==> src/rtl/seg_xlat_pkg.sv <==
// Shared constants and types for the segmented address translation unit.
// Assumes a 32-bit virtual address with a fixed four-region layout.
package seg_xlat_pkg;
    localparam int unsigned VA_W = 32;

    localparam logic [VA_W-1:0] K0_BASE     = 32'h8000_0000;
    localparam logic [VA_W-1:0] K1_BASE     = 32'hA000_0000;
    localparam logic [VA_W-1:0] VEC_REFILL  = 32'h8000_0000;
    localparam logic [VA_W-1:0] VEC_GENERAL = 32'h8000_0180;

    typedef enum logic [1:0] {
        CAUSE_NONE    = 2'd0,
        CAUSE_LDMISS  = 2'd1,
        CAUSE_STMISS  = 2'd2,
        CAUSE_ADDRERR = 2'd3
    } cause_e;

    typedef enum logic [1:0] {
        RGN_USER = 2'd0,
        RGN_K0   = 2'd1,
        RGN_K1   = 2'd2,
        RGN_K2   = 2'd3
    } region_e;
endpackage

==> src/rtl/seg_region_decode.sv <==
// Region decoder: classifies a virtual address into one of four fixed
// regions. It gives the mapped and cacheable attributes and the direct
// (base-subtracted) physical address. Purely combinational.
module seg_region_decode
    import seg_xlat_pkg::*;
(
    input  logic [VA_W-1:0] vaddr,
    output region_e         region,
    output logic            mapped,
    output logic            cacheable,
    output logic [VA_W-1:0] direct_pa
);
    // Decode the top three address bits into a region and its attributes.
    always_comb begin
        if (!vaddr[31]) begin
            region    = RGN_USER;
            mapped    = 1'b1;
            cacheable = 1'b1;
            direct_pa = vaddr;
        end else if (vaddr[30]) begin
            region    = RGN_K2;
            mapped    = 1'b1;
            cacheable = 1'b1;
            direct_pa = vaddr;
        end else if (vaddr[29]) begin
            region    = RGN_K1;
            mapped    = 1'b0;
            cacheable = 1'b0;
            direct_pa = vaddr - K1_BASE;
        end else begin
            region    = RGN_K0;
            mapped    = 1'b0;
            cacheable = 1'b1;
            direct_pa = vaddr - K0_BASE;
        end
    end
endmodule

==> src/rtl/seg_tlb.sv <==
// Fully associative page buffer. Each entry holds a page number, a frame
// number and a valid bit. It has one write port and one combinational
// lookup port. A write takes effect at the clock edge, so a lookup in the
// same cycle sees the old contents. The lowest matching index wins.
module seg_tlb #(
    parameter int unsigned ENTRIES = 8,
    parameter int unsigned VPN_W   = 20,
    localparam int unsigned IDX_W  = (ENTRIES > 1) ? $clog2(ENTRIES) : 1
) (
    input  logic             clk,
    input  logic             rst_n,
    input  logic             wr_en,
    input  logic [IDX_W-1:0] wr_idx,
    input  logic [VPN_W-1:0] wr_vpn,
    input  logic [VPN_W-1:0] wr_pfn,
    input  logic             wr_valid,
    input  logic [VPN_W-1:0] lk_vpn,
    output logic             hit,
    output logic [VPN_W-1:0] hit_pfn
);
    logic [VPN_W-1:0] vpn_q [ENTRIES];
    logic [VPN_W-1:0] pfn_q [ENTRIES];
    logic [ENTRIES-1:0] vld_q;
    logic [ENTRIES-1:0] match;

    // Entry storage: reset clears the valid bits; a write updates one entry.
    always_ff @(posedge clk) begin
        if (!rst_n) begin
            vld_q <= '0;
        end else if (wr_en) begin
            for (int i = 0; i < ENTRIES; i++) begin
                if (wr_idx == IDX_W'(i)) begin
                    vpn_q[i] <= wr_vpn;
                    pfn_q[i] <= wr_pfn;
                    vld_q[i] <= wr_valid;
                end
            end
        end
    end

    // One comparator per entry.
    for (genvar g = 0; g < ENTRIES; g++) begin : g_cmp
        assign match[g] = vld_q[g] && (vpn_q[g] == lk_vpn);
    end

    // Priority select: the lowest matching index provides the frame.
    always_comb begin
        hit_pfn = '0;
        for (int i = ENTRIES - 1; i >= 0; i--) begin
            if (match[i]) hit_pfn = pfn_q[i];
        end
    end

    assign hit = |match;
endmodule

==> src/rtl/seg_xlat_resolve.sv <==
// Combines the privilege check, the region attributes and the lookup result
// into one response. The priority order is: address error, direct region,
// one-to-one under exception level, buffer hit, miss. Combinational.
module seg_xlat_resolve
    import seg_xlat_pkg::*;
#(
    parameter int unsigned PAGE_W = 12,
    localparam int unsigned VPN_W = VA_W - PAGE_W
) (
    input  logic [VA_W-1:0]  vaddr,
    input  logic             is_store,
    input  logic             is_user,
    input  logic             exl,
    input  region_e          region,
    input  logic             mapped,
    input  logic             cacheable,
    input  logic [VA_W-1:0]  direct_pa,
    input  logic             hit,
    input  logic [VPN_W-1:0] hit_pfn,
    output logic             ok,
    output logic [VA_W-1:0]  paddr,
    output logic             cache_attr,
    output cause_e           cause,
    output logic [VA_W-1:0]  vector
);
    // Choose between a translation and an exception, in priority order.
    always_comb begin
        ok         = 1'b0;
        paddr      = '0;
        cache_attr = 1'b0;
        cause      = CAUSE_NONE;
        vector     = '0;
        if (is_user && !exl && region != RGN_USER) begin
            cause  = CAUSE_ADDRERR;
            vector = VEC_GENERAL;
        end else if (!mapped) begin
            ok         = 1'b1;
            paddr      = direct_pa;
            cache_attr = cacheable;
        end else if (exl && region == RGN_USER) begin
            ok         = 1'b1;
            paddr      = vaddr;
            cache_attr = 1'b1;
        end else if (hit) begin
            ok         = 1'b1;
            paddr      = {hit_pfn, vaddr[PAGE_W-1:0]};
            cache_attr = cacheable;
        end else begin
            cause  = is_store ? CAUSE_STMISS : CAUSE_LDMISS;
            vector = (region == RGN_USER) ? VEC_REFILL : VEC_GENERAL;
        end
    end
endmodule

==> src/rtl/seg_xlat_unit.sv <==
// Top of the segmented address translation unit. It decodes the region,
// looks up the page buffer, resolves the outcome and registers the response
// one cycle after req_valid. Assumes a synchronous active-low reset and a
// page size of 2**PAGE_W bytes.
module seg_xlat_unit
    import seg_xlat_pkg::*;
#(
    parameter int unsigned ENTRIES = 8,
    parameter int unsigned PAGE_W  = 12,
    localparam int unsigned VPN_W  = VA_W - PAGE_W,
    localparam int unsigned IDX_W  = (ENTRIES > 1) ? $clog2(ENTRIES) : 1
) (
    input  logic             clk,
    input  logic             rst_n,
    input  logic             req_valid,
    input  logic [31:0]      req_vaddr,
    input  logic             req_store,
    input  logic             req_user,
    input  logic             req_exl,
    input  logic             tlb_wr_en,
    input  logic [IDX_W-1:0] tlb_wr_idx,
    input  logic [VPN_W-1:0] tlb_wr_vpn,
    input  logic [VPN_W-1:0] tlb_wr_pfn,
    input  logic             tlb_wr_valid,
    output logic             rsp_ok,
    output logic             rsp_exc,
    output logic [31:0]      rsp_paddr,
    output logic             rsp_cacheable,
    output logic [1:0]       rsp_cause,
    output logic [31:0]      rsp_vector
);
    region_e          region;
    logic             mapped, dec_cache;
    logic [VA_W-1:0]  direct_pa;
    logic             hit;
    logic [VPN_W-1:0] hit_pfn;
    logic             ok_c, cache_c;
    logic [VA_W-1:0]  paddr_c, vector_c;
    cause_e           cause_c;

    seg_region_decode u_dec (
        .vaddr     (req_vaddr),
        .region    (region),
        .mapped    (mapped),
        .cacheable (dec_cache),
        .direct_pa (direct_pa)
    );

    seg_tlb #(.ENTRIES(ENTRIES), .VPN_W(VPN_W)) u_tlb (
        .clk      (clk),
        .rst_n    (rst_n),
        .wr_en    (tlb_wr_en),
        .wr_idx   (tlb_wr_idx),
        .wr_vpn   (tlb_wr_vpn),
        .wr_pfn   (tlb_wr_pfn),
        .wr_valid (tlb_wr_valid),
        .lk_vpn   (req_vaddr[VA_W-1:PAGE_W]),
        .hit      (hit),
        .hit_pfn  (hit_pfn)
    );

    seg_xlat_resolve #(.PAGE_W(PAGE_W)) u_res (
        .vaddr      (req_vaddr),
        .is_store   (req_store),
        .is_user    (req_user),
        .exl        (req_exl),
        .region     (region),
        .mapped     (mapped),
        .cacheable  (dec_cache),
        .direct_pa  (direct_pa),
        .hit        (hit),
        .hit_pfn    (hit_pfn),
        .ok         (ok_c),
        .paddr      (paddr_c),
        .cache_attr (cache_c),
        .cause      (cause_c),
        .vector     (vector_c)
    );

    // Response register: one cycle after the request; both strobes low otherwise.
    always_ff @(posedge clk) begin
        if (!rst_n) begin
            rsp_ok        <= 1'b0;
            rsp_exc       <= 1'b0;
            rsp_paddr     <= '0;
            rsp_cacheable <= 1'b0;
            rsp_cause     <= CAUSE_NONE;
            rsp_vector    <= '0;
        end else begin
            rsp_ok        <= req_valid && ok_c;
            rsp_exc       <= req_valid && !ok_c;
            rsp_paddr     <= paddr_c;
            rsp_cacheable <= cache_c;
            rsp_cause     <= cause_c;
            rsp_vector    <= vector_c;
        end
    end
endmodule

==> config.mk <==
export PLATFORM = sky130hd
export DESIGN_NAME = seg_xlat_unit
export DESIGN_NICKNAME = d
export VERILOG_FILES = /design/src/rtl/seg_xlat_pkg.sv /design/src/rtl/seg_region_decode.sv /design/src/rtl/seg_tlb.sv /design/src/rtl/seg_xlat_resolve.sv /design/src/rtl/seg_xlat_unit.sv
export SDC_FILE = /design/constraint.sdc
export NUM_CORES = 1
export LEC_CHECK = 0
export BUFFER_PORTS_ARGS = -buffer_cell sky130_fd_sc_hd__buf_2
export CORE_UTILIZATION = 60
export DETAILED_ROUTE_END_ITERATION = 8
export PLACE_DENSITY_LB_ADDON = 0.1
export SLEW_MARGIN = 20
export SYNTH_ARGS = -nofsm -noshare
export SYNTH_HDL_FRONTEND = slang
export SYNTH_SLANG_ARGS = --single-unit
==> constraint.sdc <==
create_clock -name clk -period 9.2 [get_ports clk]
set_clock_uncertainty 0.15 [all_clocks]
set_input_delay 1.84 -clock clk [delete_from_list [all_inputs] [get_ports clk]]
set_output_delay 1.84 -clock clk [all_outputs]
set_load 0.01 [all_outputs]
==> flow_metrics.tcl <==
set metrics [dict create \
    run_status "finished, final reports clean" \
    critPathMaxStageDelay_ns 0.96 \
    syn2layout_area_growth_pct 13.0 \
    transition_time_at_the_pin_with_the_least_slew_margin_ns 0.995 \
    layout_common_cells "edfxtp_1 (320), buf_2 (122), xnor2_1 (107), nor2_1 (86), xor2_1 (58)" \
    post_synth_inst_count 1124 \
    grt-ovfl-total 0 \
    layout.cells.non_filler 1606 \
    r2r-start "u_tlb.vpn_q[0][71]" \
    relative_max_transition_margin_pct 33.6 \
    cts.path.max_buffers 3 \
    crit_path_start_kind "input port" \
    detailedPlacementHpwl_mm 27.6 \
    core_area_um2 25500 \
    ant_nets 0 \
    worst_hold_path_startpoint "u_tlb.vld_q[4]" \
    cp_cell_sequence "buf_2 > xor2_1 > or4_1 > nor4_1 > nand4_1 > nor2_2 > a221o_1 > a221oi_1 > o31ai_1" \
    cts_tree "yes" \
    place.port_buffers 122 \
    drtIter0Drc 1201 \
    crit-reg2reg-capture "rsp_paddr[21]" \
    largest_net_degree_at_the_start_of_global_routing 41 \
    clkLatencyLatePin_ns 0.53 \
    post-place-cells 1538 \
    timing.hold.worst_path_depth 2 \
    place.gp.congestion 0.971 \
    detail_route.wl_per_cell_um 26.8 \
    post_synth_num_cell_types 65 \
    cts_repair_resize_count 0 \
    grt_setup_unrepaired "no" \
    synth_enable_flop_cells 320 \
    post_cts_hold_buffer_count 0 \
    grt_first_pass_wirelength_mm 61.6 \
    final-setup-viol-count 0 \
    power.static_leakage_uw 0.00613 \
    post_route_cell_area_um2 17800 \
    ff2ff_path_depth 8 \
    die-width_um 164 \
    clockRootBuffer "clkbuf_16" \
    final.period_utilization_pct 54.0 \
    cp.buffers_inverters 1 \
    critical_path_peak_fanout 16 \
    ys.flop_type "edfxtp_1" \
    hold_end "u_tlb.vld_q[4]" \
    antenna_found_initial 1 \
    routed_via_density 6.17 \
    drt_drc_violations_left 0 \
    num-fill-cells 1799 \
    timing.critical_path.to_type "register" \
    drtPass1Iterations 5 \
    cts_max_level 2 \
    crit_family "simple AND/OR/NAND/NOR gates" \
    rows 58 \
    cts_made_buffers 38 \
    drive_gt1_share_pct 18.8 \
    clkTransAtPathRegs_ns 0.06 \
    async_reset_ff_share_pct 0 \
    timing.hold.worst.class "reg -> reg" \
    first_global_vias 9475 \
    power_density_nw_per_um2 200 \
    fp.dieArea_um2 26900 \
    critical_path.slowest_cell "nor2_2" \
    placed_area_um2 16600 \
    finalWorstPathRequiredPeriod_ns 4.97 \
    insertedDiodeCount 0 \
    avgSynthCellArea_um2 14.0 \
    arrival_ns 5.25 \
    fin_setup_tns_ns 0 \
    die-height_um 164 \
    synth_area_um2 15700 \
    synth_seq_cells 367 \
    synth_sequential_area_ratio_pct 67.1 \
    boundaryPins 152 \
    layout.cells.most_common "edfxtp_1" \
    cap_violations 0 \
    r2r_setup_slack_ns 5.44 \
    grt_util_all_layers_pct 32.8 \
    post_cts_buffers 0 \
    finalWirelength_mm 43.1 \
    final-max-slew-violation-count 0 \
    clock.fmax_mhz 201 \
    ir_drop_uv 200 \
    final_hold_viol_count 0 \
    route.vias.total 9915 \
    setup.worst_path.class "in -> reg" \
    initial_utilization_pct 61.8 \
    worstPathRequired_ns 9.48 \
    num-nets-final 1332 \
    clock_sink_count 367 \
    report.power.total_uw 3550 \
    ys.warnings.count 0 \
]
where the power goes:
| part | switching, µW | internal (µW) |
|---|---|---|
| sequential | 13.4 | 1850 |
| combinational | 145 | 63.9 |
| clock | 618 | 862 |
| total | 777 | 2770 |
per-layer routing:
metal | global-route usage, % | part of all wire, %
met1 | 46.6 | 42
met2 | 49.1 | 44
met3 | 7.80 | 11
met4 | 12.7 | 3.7
met5 | 0 | 0
cells in the mapped netlist, drive strengths merged (3+ instances only):
master   number  area, µm²
a31oi         4       25.0
a221oi       16        140
inv          23       86.3
o2111ai       3       26.3
nor3b         4       30.0
o31ai        17        178
nor2b        11       76.3
and4          6       52.6
nand2        42        160
a221o        16        160
a2111oi      18        333
nand3b        3       22.5
xor2         58        508
clkbuf       29        109
nor4b         4       35.0
o21ai        27        135
mux2i         5       50.1
and2         15       93.8
nor4         20        131
nand4        39        256
a21boi        4       30.0
or2           3       18.8
edfxtp      320       9610
buf          55        378
or4b          3       30.0
a41oi         3       26.3
a21oi        24        120
nor3          7       35.0
dfxtp        47        941
nand2b       27        169
or3           5       31.3
xnor2       107        937
or4          12       93.8
and3          3       18.8
nor2         95        359
or3b          5       43.8
nand3        25        125
kinds of logic (layout without fill, tap and decap cells):
| kind of cell | after synthesis | count (layout) | synth area share (%) |
|---|---|---|---|
| flip-flops | 367 | 367 | 67.1 |
| AND/OR/NAND/NOR | 330 | 330 | 11.4 |
| XOR/XNOR | 165 | 165 | 9.18 |
| AO/OA/AOI/OAI | 147 | 147 | 8.24 |
| buffers and inverters | 107 | 231 | 3.64 |
| multiplexers | 6 | 6 | 0.390 |
| adder cells (fa/ha/maj) | 1 | 1 | 0.0795 |
| other | 1 | 29 | 0.0238 |
sequential cells by signal, indices dropped and copies added (netlist names):
register       count
rsp_cacheable      1
rsp_paddr         32
rsp_cause          2
rsp_vector         2
u_tlb.pfn_q      160
rsp_ok             1
u_tlb.vpn_q      160
u_tlb.vld_q        8
rsp_exc            1
worst max-delay path by stage:
stage / startpoint / to / cells past startpoint
2_1_floorplan: tlb_wr_idx[2] / u_tlb.pfn_q[0][0] / 2
3_3_place_gp: req_vaddr[19] / rsp_paddr[22] / 10
3_5_place_dp: req_vaddr[19] / rsp_paddr[21] / 10
4_1_cts: req_vaddr[19] / rsp_paddr[21] / 10
5_1_grt: req_vaddr[20] / rsp_paddr[21] / 9
6_report: req_vaddr[20] / rsp_paddr[21] / 9
cell type report:
| type | instances | area (µm²) | area share [%] |
|---|---|---|---|
| Sequential cell | 367 | 10600 | 59.4 |
| Tap cell | 330 | 413 | 2.32 |
| Clock buffer | 52 | 1050 | 5.93 |
| Timing Repair Buffer | 140 | 746 | 4.20 |
| Inverter | 23 | 86.3 | 0.486 |
| Clock inverter | 16 | 144 | 0.810 |
| Multi-Input combinational cell | 678 | 4780 | 26.9 |
worst reg2reg max path: stages, from the launching register on:
cell and delay, ns:
edfxtp_1 0.38, xor2_1 0.22, or4_1 0.56, nor4_1 0.23
nand4_1 0.51, nor2_2 0.96, a221o_1 0.28, a221oi_1 0.08
o31ai_1 0.30
metrics by stage:
step                      hold WS, ns  utilization (%)  worst slack, ns
after floorplan                 0.325                -             4.56
after global placement          0.373             65.1             3.65
after detailed placement        0.388             65.1             3.59
after CTS                       0.398             69.8             4.12
after global routing            0.418             69.8             4.20
final                           0.387             69.8             4.23
No activity file was read; power rests on OpenSTA's default activity.
